==> src/rtl/dgc_pkg.sv <==
package dgc_pkg;
   // Where a candidate instruction word comes from
   typedef enum logic [1:0] {
      SRC_APP  = 2'd0,
      SRC_TRAP = 2'd1,
      SRC_ILL  = 2'd2
   } src_e;
endpackage

==> src/rtl/dgc_src_sel.sv <==
module dgc_src_sel
   import dgc_pkg::*;
#(
   parameter int              IW       = 32,
   parameter logic [IW-1:0]   ILL_WORD = '0
) (
   input  logic          app_hit_i,
   input  logic          trap_hit_i,
   input  logic          priv_i,
   input  logic [IW-1:0] app_insn_i,
   input  logic [IW-1:0] trap_insn_i,
   output src_e          src_o,
   output logic [IW-1:0] insn_o
);
   // Application image wins; trap table only in privileged mode
   always_comb begin
      if (app_hit_i)                src_o = SRC_APP;
      else if (priv_i && trap_hit_i) src_o = SRC_TRAP;
      else                          src_o = SRC_ILL;
   end

   always_comb begin
      case (src_o)
         SRC_APP:  insn_o = app_insn_i;
         SRC_TRAP: insn_o = trap_insn_i;
         default:  insn_o = ILL_WORD;
      endcase
   end
endmodule

==> src/rtl/dgc_replay.sv <==
module dgc_replay #(
   parameter int AW = 32,
   parameter int IW = 32,
   parameter int TW = 16
) (
   input  logic          clk,
   input  logic          rst_n,
   input  logic          clear_i,
   input  logic          load_i,
   input  logic          rel_i,
   input  logic [AW-1:0] ld_pc_i,
   input  logic [IW-1:0] ld_insn_i,
   input  logic [TW-1:0] ld_tag_i,
   input  logic          ld_ill_i,
   output logic          valid_o,
   output logic [AW-1:0] pc_o,
   output logic [IW-1:0] insn_o,
   output logic [TW-1:0] tag_o,
   output logic          ill_o
);
   always_ff @(posedge clk) begin
      if (!rst_n)       valid_o <= 1'b0;
      else if (clear_i) valid_o <= 1'b0;
      else if (load_i)  valid_o <= 1'b1;
      else if (rel_i)   valid_o <= 1'b0;
   end

   always_ff @(posedge clk) begin
      if (!rst_n) begin
         pc_o   <= '0;
         insn_o <= '0;
         tag_o  <= '0;
         ill_o  <= 1'b0;
      end else if (load_i && !clear_i) begin
         pc_o   <= ld_pc_i;
         insn_o <= ld_insn_i;
         tag_o  <= ld_tag_i;
         ill_o  <= ld_ill_i;
      end
   end

   AST_REPLAY_CAPTURE: assert property (@(posedge clk) disable iff (!rst_n)
      (load_i && !clear_i) |=> (valid_o && pc_o == $past(ld_pc_i) && tag_o == $past(ld_tag_i)));
   AST_REPLAY_KEEP: assert property (@(posedge clk) disable iff (!rst_n)
      (valid_o && !rel_i && !load_i && !clear_i) |=> (valid_o && $stable(tag_o) && $stable(pc_o)));
   AST_REPLAY_FLUSH: assert property (@(posedge clk) disable iff (!rst_n)
      clear_i |=> !valid_o);
endmodule

==> src/rtl/dgc_slot_map.sv <==
module dgc_slot_map #(
   parameter int W  = 4,
   parameter int AW = 32,
   parameter int IW = 32,
   parameter int TW = 16,
   localparam int CNTW = $clog2(W + 1),
   localparam int IDXW = (W > 1) ? $clog2(W) : 1
) (
   input  logic                  gate_i,
   input  logic                  hold_valid_i,
   input  logic [AW-1:0]         hold_pc_i,
   input  logic [IW-1:0]         hold_insn_i,
   input  logic [TW-1:0]         hold_tag_i,
   input  logic                  hold_ill_i,
   input  logic [W-1:0]          c_live_i,
   input  logic [W-1:0][AW-1:0]  c_pc_i,
   input  logic [W-1:0][IW-1:0]  c_insn_i,
   input  logic [W-1:0][TW-1:0]  c_tag_i,
   input  logic [W-1:0]          c_ill_i,
   input  logic [W-1:0]          accept_i,
   output logic [W-1:0]          s_valid_o,
   output logic [W-1:0][AW-1:0]  s_pc_o,
   output logic [W-1:0][IW-1:0]  s_insn_o,
   output logic [W-1:0][TW-1:0]  s_tag_o,
   output logic [W-1:0]          s_ill_o,
   output logic                  rel_o,
   output logic                  load_o,
   output logic [IDXW-1:0]       ld_idx_o,
   output logic [CNTW-1:0]       ndec_o
);
   logic [W-1:0] from_hold;
   int           cidx [W];

   // Slot 0 belongs to the holder when it is occupied; new work shifts up
   always_comb begin
      for (int s = 0; s < W; s++) begin
         if (hold_valid_i && s == 0) begin
            from_hold[s] = 1'b1;
            cidx[s]      = 0;
            s_valid_o[s] = gate_i;
            s_pc_o[s]    = hold_pc_i;
            s_insn_o[s]  = hold_insn_i;
            s_tag_o[s]   = hold_tag_i;
            s_ill_o[s]   = hold_ill_i;
         end else begin
            from_hold[s] = 1'b0;
            cidx[s]      = hold_valid_i ? s - 1 : s;
            s_valid_o[s] = gate_i && c_live_i[cidx[s]];
            s_pc_o[s]    = c_pc_i[cidx[s]];
            s_insn_o[s]  = c_insn_i[cidx[s]];
            s_tag_o[s]   = c_tag_i[cidx[s]];
            s_ill_o[s]   = c_ill_i[cidx[s]];
         end
      end
   end

   // Prefix acceptance: the first refusal stops everything behind it
   always_comb begin
      logic ok;
      ok       = 1'b1;
      rel_o    = 1'b0;
      load_o   = 1'b0;
      ld_idx_o = '0;
      ndec_o   = '0;
      for (int s = 0; s < W; s++) begin
         if (s_valid_o[s] && ok) begin
            if (accept_i[s]) begin
               if (from_hold[s]) rel_o = 1'b1;
               else              ndec_o = ndec_o + CNTW'(1);
            end else begin
               ok = 1'b0;
               if (!from_hold[s]) begin
                  load_o   = 1'b1;
                  ld_idx_o = IDXW'(cidx[s]);
                  ndec_o   = ndec_o + CNTW'(1);
               end
            end
         end
      end
   end
endmodule

==> src/rtl/decode_group_ctrl.sv <==
module decode_group_ctrl
   import dgc_pkg::*;
#(
   parameter int            WIDTH    = 4,
   parameter int            AW       = 32,
   parameter int            IW       = 32,
   parameter int            TW       = 16,
   parameter int            STEP     = 4,
   parameter logic [AW-1:0] RESET_PC = '0,
   parameter logic [IW-1:0] ILL_WORD = '0
) (
   input  logic                  clk,
   input  logic                  rst_n,
   input  logic                  flush_i,
   input  logic [AW-1:0]         flush_pc_i,
   input  logic [AW-1:0]         flush_npc_i,
   input  logic                  priv_i,
   output logic [WIDTH*AW-1:0]   fetch_pc_o,
   input  logic [WIDTH-1:0]      app_hit_i,
   input  logic [WIDTH*IW-1:0]   app_insn_i,
   input  logic [WIDTH-1:0]      trap_hit_i,
   input  logic [WIDTH*IW-1:0]   trap_insn_i,
   input  logic [WIDTH-1:0]      pred_taken_i,
   input  logic [WIDTH*AW-1:0]   pred_target_i,
   output logic [WIDTH-1:0]      disp_valid_o,
   output logic [WIDTH*AW-1:0]   disp_pc_o,
   output logic [WIDTH*IW-1:0]   disp_insn_o,
   output logic [WIDTH*TW-1:0]   disp_tag_o,
   output logic [WIDTH-1:0]      disp_ill_o,
   input  logic [WIDTH-1:0]      disp_accept_i,
   output logic                  stall_o
);
   localparam int CNTW = $clog2(WIDTH + 1);
   localparam int IDXW = (WIDTH > 1) ? $clog2(WIDTH) : 1;
   localparam logic [AW-1:0] STEP_V = AW'(STEP);

   // Elaboration-time configuration checks
   if (WIDTH < 1) begin : g_bad_width
      $error("decode_group_ctrl: WIDTH must be at least 1");
   end
   if (STEP < 1) begin : g_bad_step
      $error("decode_group_ctrl: STEP must be positive");
   end
   if (TW < $clog2(WIDTH + 1)) begin : g_bad_tag
      $error("decode_group_ctrl: TW too narrow for WIDTH");
   end

   // Architectural state
   logic [AW-1:0] pc_q, npc_q;
   logic [TW-1:0] tag_q;
   logic          halt_q;

   // Packed views of the per-candidate ports
   logic [WIDTH-1:0][IW-1:0] app_v, trap_v;
   logic [WIDTH-1:0][AW-1:0] tgt_v;
   assign app_v  = app_insn_i;
   assign trap_v = trap_insn_i;
   assign tgt_v  = pred_target_i;

   // Candidate chain
   logic [WIDTH-1:0][AW-1:0] c_pc, c_nxt_pc, c_nxt_npc;
   logic [WIDTH-1:0][IW-1:0] c_insn;
   logic [WIDTH-1:0][TW-1:0] c_tag;
   logic [WIDTH-1:0]         c_ill, c_live;
   src_e                     c_src [WIDTH];

   for (genvar k = 0; k < WIDTH; k++) begin : g_cand
      dgc_src_sel #(
         .IW       (IW),
         .ILL_WORD (ILL_WORD)
      ) u_src (
         .app_hit_i   (app_hit_i[k]),
         .trap_hit_i  (trap_hit_i[k]),
         .priv_i      (priv_i),
         .app_insn_i  (app_v[k]),
         .trap_insn_i (trap_v[k]),
         .src_o       (c_src[k]),
         .insn_o      (c_insn[k])
      );
      assign c_ill[k] = (c_src[k] == SRC_ILL);
      assign c_tag[k] = tag_q + TW'(k);
   end

   always_comb begin
      logic [AW-1:0] p, n;
      logic          live;
      p    = pc_q;
      n    = npc_q;
      live = !halt_q;
      for (int k = 0; k < WIDTH; k++) begin
         c_pc[k]   = p;
         c_live[k] = live;
         if (pred_taken_i[k] && !c_ill[k]) begin
            p = tgt_v[k];
            n = tgt_v[k] + STEP_V;
         end else begin
            p = n;
            n = n + STEP_V;
         end
         c_nxt_pc[k]  = p;
         c_nxt_npc[k] = n;
         live = live && !c_ill[k] && !pred_taken_i[k];
      end
   end
   assign fetch_pc_o = c_pc;

   // Replay holder
   logic          hold_v, hold_ill, rel, load;
   logic [AW-1:0] hold_pc;
   logic [IW-1:0] hold_insn;
   logic [TW-1:0] hold_tag;
   logic [IDXW-1:0] ld_idx;
   logic [CNTW-1:0] ndec;

   dgc_replay #(.AW(AW), .IW(IW), .TW(TW)) u_replay (
      .clk       (clk),
      .rst_n     (rst_n),
      .clear_i   (flush_i),
      .load_i    (load),
      .rel_i     (rel),
      .ld_pc_i   (c_pc[ld_idx]),
      .ld_insn_i (c_insn[ld_idx]),
      .ld_tag_i  (c_tag[ld_idx]),
      .ld_ill_i  (c_ill[ld_idx]),
      .valid_o   (hold_v),
      .pc_o      (hold_pc),
      .insn_o    (hold_insn),
      .tag_o     (hold_tag),
      .ill_o     (hold_ill)
   );
   assign stall_o = hold_v;

   // Slot mapping and dispatch handshake
   logic [WIDTH-1:0][AW-1:0] s_pc;
   logic [WIDTH-1:0][IW-1:0] s_insn;
   logic [WIDTH-1:0][TW-1:0] s_tag;

   dgc_slot_map #(.W(WIDTH), .AW(AW), .IW(IW), .TW(TW)) u_map (
      .gate_i       (rst_n && !flush_i),
      .hold_valid_i (hold_v),
      .hold_pc_i    (hold_pc),
      .hold_insn_i  (hold_insn),
      .hold_tag_i   (hold_tag),
      .hold_ill_i   (hold_ill),
      .c_live_i     (c_live),
      .c_pc_i       (c_pc),
      .c_insn_i     (c_insn),
      .c_tag_i      (c_tag),
      .c_ill_i      (c_ill),
      .accept_i     (disp_accept_i),
      .s_valid_o    (disp_valid_o),
      .s_pc_o       (s_pc),
      .s_insn_o     (s_insn),
      .s_tag_o      (s_tag),
      .s_ill_o      (disp_ill_o),
      .rel_o        (rel),
      .load_o       (load),
      .ld_idx_o     (ld_idx),
      .ndec_o       (ndec)
   );
   assign disp_pc_o   = s_pc;
   assign disp_insn_o = s_insn;
   assign disp_tag_o  = s_tag;

   // Continuation point after the last decoded candidate
   logic [AW-1:0] sel_pc, sel_npc;
   logic          sel_ill;
   always_comb begin
      sel_pc  = pc_q;
      sel_npc = npc_q;
      sel_ill = 1'b0;
      for (int k = 0; k < WIDTH; k++) begin
         if (int'(ndec) == k + 1) begin
            sel_pc  = c_nxt_pc[k];
            sel_npc = c_nxt_npc[k];
            sel_ill = c_ill[k];
         end
      end
   end

   always_ff @(posedge clk) begin
      if (!rst_n) begin
         pc_q   <= RESET_PC;
         npc_q  <= RESET_PC + STEP_V;
         tag_q  <= '0;
         halt_q <= 1'b0;
      end else if (flush_i) begin
         pc_q   <= flush_pc_i;
         npc_q  <= flush_npc_i;
         halt_q <= 1'b0;
      end else if (ndec != '0) begin
         pc_q   <= sel_pc;
         npc_q  <= sel_npc;
         tag_q  <= tag_q + TW'(ndec);
         if (sel_ill) halt_q <= 1'b1;
      end
   end

   // Assertions
   for (genvar s = 1; s < WIDTH; s++) begin : g_chk
      AST_VALID_PREFIX: assert property (@(posedge clk) disable iff (!rst_n)
         disp_valid_o[s] |-> disp_valid_o[s-1]);
      AST_ILL_LAST: assert property (@(posedge clk) disable iff (!rst_n)
         disp_valid_o[s] |-> !disp_ill_o[s-1]);
      AST_TAG_SEQ: assert property (@(posedge clk) disable iff (!rst_n)
         disp_valid_o[s] |-> (s_tag[s] == s_tag[s-1] + TW'(1)));
   end

   AST_FLUSH_REDIRECT: assert property (@(posedge clk) disable iff (!rst_n)
      flush_i |=> (c_pc[0] == $past(flush_pc_i) && !stall_o));
   AST_HALT_QUIET: assert property (@(posedge clk) disable iff (!rst_n)
      (disp_valid_o[0] && disp_ill_o[0] && disp_accept_i[0] && !flush_i) |=> (disp_valid_o == '0));
   AST_STALL_AFTER_REFUSE: assert property (@(posedge clk) disable iff (!rst_n)
      (disp_valid_o[0] && !disp_accept_i[0] && !flush_i) |=> stall_o);
endmodule

==> config.mk <==
export PLATFORM = sky130hd
export DESIGN_NAME = decode_group_ctrl
export DESIGN_NICKNAME = d
export VERILOG_FILES = /design/src/rtl/dgc_pkg.sv /design/src/rtl/dgc_src_sel.sv /design/src/rtl/dgc_replay.sv /design/src/rtl/dgc_slot_map.sv /design/src/rtl/decode_group_ctrl.sv
export SDC_FILE = /design/constraint.sdc
export NUM_CORES = 1
export LEC_CHECK = 0
export BUFFER_PORTS_ARGS = -buffer_cell sky130_fd_sc_hd__buf_2
export CORE_AREA = 2 2 357 359
export CTS_BUF_LIST = sky130_fd_sc_hd__clkbuf_8 sky130_fd_sc_hd__clkbuf_16
export DETAILED_ROUTE_END_ITERATION = 12
export DIE_AREA = 0 0 359 361
export HOLD_SLACK_MARGIN = 0.12
export PLACE_DENSITY = 0.43
export SYNTH_ARGS = -nofsm -noshare
export SYNTH_HDL_FRONTEND = slang
export SYNTH_HIERARCHICAL = 1
export SYNTH_SLANG_ARGS = --single-unit
==> constraint.sdc <==
create_clock -name clk -period 9.6 [get_ports clk]
set_input_delay 0.96 -clock clk [delete_from_list [all_inputs] [get_ports clk]]
set_output_delay 0.96 -clock clk [all_outputs]
set_load 0.01 [all_outputs]
==> results of run 1 <==
## power breakdown
part           switching, mW  total, mW  leakage, nW  internal, mW
registers             0.0546      0.761         1.33         0.706
logic                   1.03       1.61         11.1         0.583
clock network          0.399      0.796        0.291         0.397
## cell usage in the layout (no fill, tap or decap), types with 23 or more instances in the layout
master / Yosys / final
buf_2: 43 / 921
nand2_1: 532 / 532
mux2_2: 342 / 342
nand3_1: 209 / 209
nor2_1: 186 / 182
dfxtp_1: 163 / 162
o21ai_0: 130 / 129
mux2i_1: 129 / 129
a21oi_1: 127 / 126
xnor2_1: 87 / 84
buf_4: 28 / 84
o21ai_1: 74 / 75
mux4_2: 65 / 65
xor2_1: 58 / 58
o21ai_2: 53 / 53
diode_2: 0 / 51
inv_1: 44 / 47
nor3_1: 46 / 46
o211ai_1: 42 / 42
nand4_1: 37 / 37
and2_1: 36 / 35
and3_1: 32 / 32
a211oi_1: 30 / 30
nor2b_1: 26 / 24
a31oi_1: 24 / 24
or3_1: 23 / 23
## worst max-delay path: stages
cell and delay, ps:
buf_2 220, a21oi_1 270, nand2b_4 190, inv_2 130, buf_4 320, o21ai_1 130, nand2_1 120, ha_1 430
and4_1 370, nand4b_1 260, a222oi_1 990, xnor2_1 220, o21a_1 270, inv_1 250, nand4_1 260, nor4b_1 590
nand4_1 280, xor2_1 230, o21ai_1 870, mux2_2 330, buf_2 130
## metal layers
layer,GRT usage,vias up
met5,0,-
met4,0.114,38
met3,0.0546,298
met2,0.416,1428
met1,0.323,14152
li1,-,13028
## kinds of logic after synthesis
group | Yosys count | synth area share
AOI/OAI and AO/OA | 702 | 0.200
muxes | 540 | 0.276
adders and majority gates | 15 | 0.00808
and+or+nand+nor | 1229 | 0.242
xor gates and xnor gates | 147 | 0.0539
DFF | 163 | 0.135
buffers and inverters | 333 | 0.0861
## metrics by stage
stage	hold WS [ps]	utilization
floorplan	431	-
global placement	439	0.237
detailed placement	445	0.237
CTS	459	0.242
global route	469	0.243
finish	456	0.243
## worst max-delay path by stage
stage	endpoint	slack, ps	cells past startpoint
final	disp_pc_o[127]	780	21
after floorplan	disp_pc_o[127]	1890	25
after global placement	disp_pc_o[127]	650	21
after global routing	disp_pc_o[127]	560	21
after detailed placement	disp_pc_o[127]	500	21
after CTS	disp_pc_o[127]	470	21
## layout make-up
type,count,share of cell area
clock buffer,19,0.0149
timing repair buffer,1009,0.174
inverter,51,0.00628
clock inverter,13,0.00439
antenna,51,0.00419
sequential,163,0.107
multi-input combinational,2633,0.621
tap,1650,0.0677
## flip-flops by register name (all words and copies together), names as in the netlist
| register | count |
|---|---|
| u_replay/valid_o | 1 |
| u_replay/ill_o | 1 |
| u_replay/insn_o | 32 |
| npc_q | 32 |
| u_replay/pc_o | 32 |
| pc_q | 32 |
| halt_q | 1 |
| tag_q | 16 |
| u_replay/tag_o | 16 |
==> reports/metrics.cfg, run 1 <==
[place]
io_buffers=924
placed_area_mm2=0.0298
dp_hpwl_um=137000
pre_cts_ws_ps=497
gp_congestion=0.951
dp_cells=5506

[global_route]
grt_overflow=0
antenna_found_initial=118
first_global_vias=27721
grt_pass1_wl_um=235000
grt_usage=0.256
grt_max_degree=129

[worst_setup_path]
reg2reg_depth=19
r2r_slack_ps=2480
cp.required_ps=8640
critPathCaptureType=output port
crit_arrival_ps=7860
cp_max_fo=26
reg2reg_to=npc_q[29]
startpoint_type=input port
r2r-start=npc_q[3]
crit_type=input port to output port
crit_path_start=trap_hit_i[0]

[route]
drtAntennaViolNets=0
via_count=28944
met2_length_um=80300
drt_iter0_markers=2759
drt-met1-wl_um=72500
drt-wirelength-per-cell_um=30.9
top_layer=met5
routed_wl_um=173000
avgViaCountPerCell=5.18
drt_first_pass_iters=6
route.met3.wl_um=12600
route.detailed.drc=0

[floorplanning]
rows=130
dieWidth_um=359
core_area_mm2=0.125
boundaryPins=925
die-area_mm2=0.130
start_util=0.193
die_height_um=361

[yosys]
synth_area_leaders=mux2_2 16%, dfxtp_1 14%, nand2_1 8.3%
synth_flop_cell=dfxtp_1
async_flop_share=0
yosys-top-cells-count=532 x nand2_1, 342 x mux2_2, 209 x nand3_1
ys_types=111
ys_seq_area_frac=0.135
synth-edff-count=0
syn_inst=3129
syn_area_mm2=0.0242
ys_warn_count=6
syn_avg_cell_area_um2=7.72
ys_ff_latch=163
synth_most_common_cell=nand2_1
synth_top_cell_by_area=mux2_2
synth_nets=3612
yosysTopAreaCellShare=0.159

[sta]
finalSetupTns_ps=0
fmax_mhz=113
hold_violations=0
rsz0062_at_grt=false
setup_slack_ps=777
worst_slew_pin_slew_ps=1410
finalCritPeriodShare=0.919
slew_headroom=0.0502
clock_skew_ps=18.3
post-route-min-period_ps=8820
slew_violations=0
final-setup-viol-count=0

[layout]
drive_gt1_frac=0.407
nNetsFinal=4358
nFillCells=14223
area_delta_synth_final_pct=26.1
multi_input_area_mm2=0.0189
fin_cells=5589
seq_area_mm2=0.00327
final_area_mm2=0.0305

[clock_network]
cts_tree=built
path_clk_slew_ps=70
numCtsBuffers=17
clock_latency_ps=540
clock_path_buffers=2
cts_sinks=163
htree_levels=4
post-cts-setup-buffer-count=0
cts_root_buf=clkbuf_16
postCtsHoldBufs=0
ctsResizeCount=0

[flow_run]
cap_violations=0

[min_path]
hold_depth=2
hold_end=u_replay/tag_o[7]
min_from=u_replay/tag_o[7]
hold_class=register to register

[power_and_ir_drop]
power_mw=3.17
power_density_mw_per_mm2=104
vdd_drop_max_uv=161
p_leak_nw=12.7

[outcome]
status=finished, final reports clean

Note: power is estimated with default switching activity, not from simulation.
==> run 2: changes to the inputs <==
- PLACE_DENSITY: 0.43 -> default
- PLACE_DENSITY_LB_ADDON: default -> 0.12
==> reports/metrics.cfg, run 2 (synthesized netlist as in run 1, its figures left out) <==
[layout]
final_area_mm2=0.0305
nFillCells=14229
drive_gt1_frac=0.409
nNetsFinal=4366
area_delta_synth_final_pct=26.4
layout_common_cells=921 x buf_2, 531 x nand2_1, 342 x mux2_2, 209 x nand3_1, 182 x nor2_1
final_common_cell=buf_2

[sta]
rsz0062_at_grt=false
setup_slack_ps=1530
post-route-min-period_ps=8070
worst_slew_pin_slew_ps=1120
slew_headroom=0.246
slew_violations=0
finalCritPeriodShare=0.841
final-setup-viol-count=0
finalSetupTns_ps=0
clock_skew_ps=19.0
hold_violations=0
fmax_mhz=124

[clock_network]
ctsResizeCount=0
clock_latency_ps=540
post-cts-setup-buffer-count=0
numCtsBuffers=17
path_clk_slew_ps=90
cts_root_buf=clkbuf_16
cts_tree=built
clock_path_buffers=2
htree_levels=4
cts_sinks=163
postCtsHoldBufs=0

[global_route]
grt_max_degree=143
grt_overflow=0
first_global_vias=28193
antenna_found_initial=83
grt_usage=0.261
grt_pass1_wl_um=240000

[power_and_ir_drop]
vdd_drop_max_uv=158
power_density_mw_per_mm2=105
p_leak_nw=12.7

[floorplanning]
die-area_mm2=0.130
boundaryPins=925
rows=130
dieWidth_um=359
die_height_um=361
start_util=0.193
core_area_mm2=0.125

[worst_setup_path]
crit_type=input port to output port
cp_max_fo=16
cp.required_ps=8640
critPathCaptureType=output port
r2r-start=npc_q[3]
startpoint_type=input port
crit_arrival_ps=7110
crit_path_start=priv_i

[flow_run]
cap_violations=0

[route]
drt-wirelength-per-cell_um=31.4
drtAntennaViolNets=0
avgViaCountPerCell=5.11
route.detailed.drc=0
routed_wl_um=175000
drt_first_pass_iters=8
via_count=28503
drt_iter0_markers=2213

[place]
gp_congestion=0.919
dp_hpwl_um=139000
placed_area_mm2=0.0298
pre_cts_ws_ps=1320
io_buffers=924

[min_path]
hold_class=register to register
min_from=u_replay/tag_o[14]

[outcome]
status=finished, final reports clean

[run 2: changes by cell type in the layout (fill, tap and decap cells not counted), sizes merged, moves of 2 or more]
cell and delta:
buf +7, diode -14, clkinvlp -2, inv +2
[run 2: worst paths after layout]
path / cells past startpoint / slack, ps / to
min reg2reg: 2 / 460 / u_replay/tag_o[14]
max: 20 / 1530 / disp_pc_o[127]
min: 2 / 460 / u_replay/tag_o[14]
max reg2reg: 19 / 2450 / npc_q[30]
[run 2: critical path, cell delays in order]
cell	delay, ps
buf_4	190
nand2_1	80
nor2_1	100
nand2b_4	220
nand3_1	290
nand2_1	190
ha_1	430
and4_1	370
nand4b_1	290
a222oi_1	950
xnor2_1	220
o21a_1	260
inv_1	240
nand4_1	270
nor4b_1	590
nand4_1	180
xor2_1	230
o21ai_0	450
mux2_2	370
buf_2	180
[run 2: final cells by class]
type | instances | area, um2 | share of cell area
Clock buffer | 17 | 425 | 0.0139
Inverter | 51 | 191 | 0.00627
Multi-Input combinational cell | 2633 | 18900 | 0.620
Sequential cell | 163 | 3270 | 0.107
Tap cell | 1650 | 2060 | 0.0676
Clock inverter | 15 | 195 | 0.00639
Antenna cell | 37 | 92.6 | 0.00303
Timing Repair Buffer | 1017 | 5390 | 0.176
[run 2: through the flow]
stage | std cells | power, mW | hold slack [ps] | utilization
finish | 5583 | 3.21 | 458 | 0.244
global route | 5561 | 3.36 | 472 | 0.243
CTS | 5546 | 3.25 | 460 | 0.243
detailed placement | 5514 | 2.38 | 443 | 0.238
global placement | 5514 | 2.39 | 440 | 0.238
floorplan | 3129 | 1.66 | 431 | -
[run 2: power by group]
part | internal (mW) | leakage (nW) | switching, mW
Clock | 0.418 | 0.306 | 0.425
Combinational | 0.588 | 11.1 | 1.02
Sequential | 0.706 | 1.33 | 0.0521
[run 2: layer usage]
| metal | vias up | GRT usage | part of all wire |
|---|---|---|---|
| met5 | - | 0 | 0.0012 |
| met4 | 34 | 0.0912 | 0.032 |
| met3 | 241 | 0.0557 | 0.067 |
| met2 | 1205 | 0.446 | 0.48 |
| met1 | 14005 | 0.323 | 0.42 |
| li1 | 13018 | - | - |
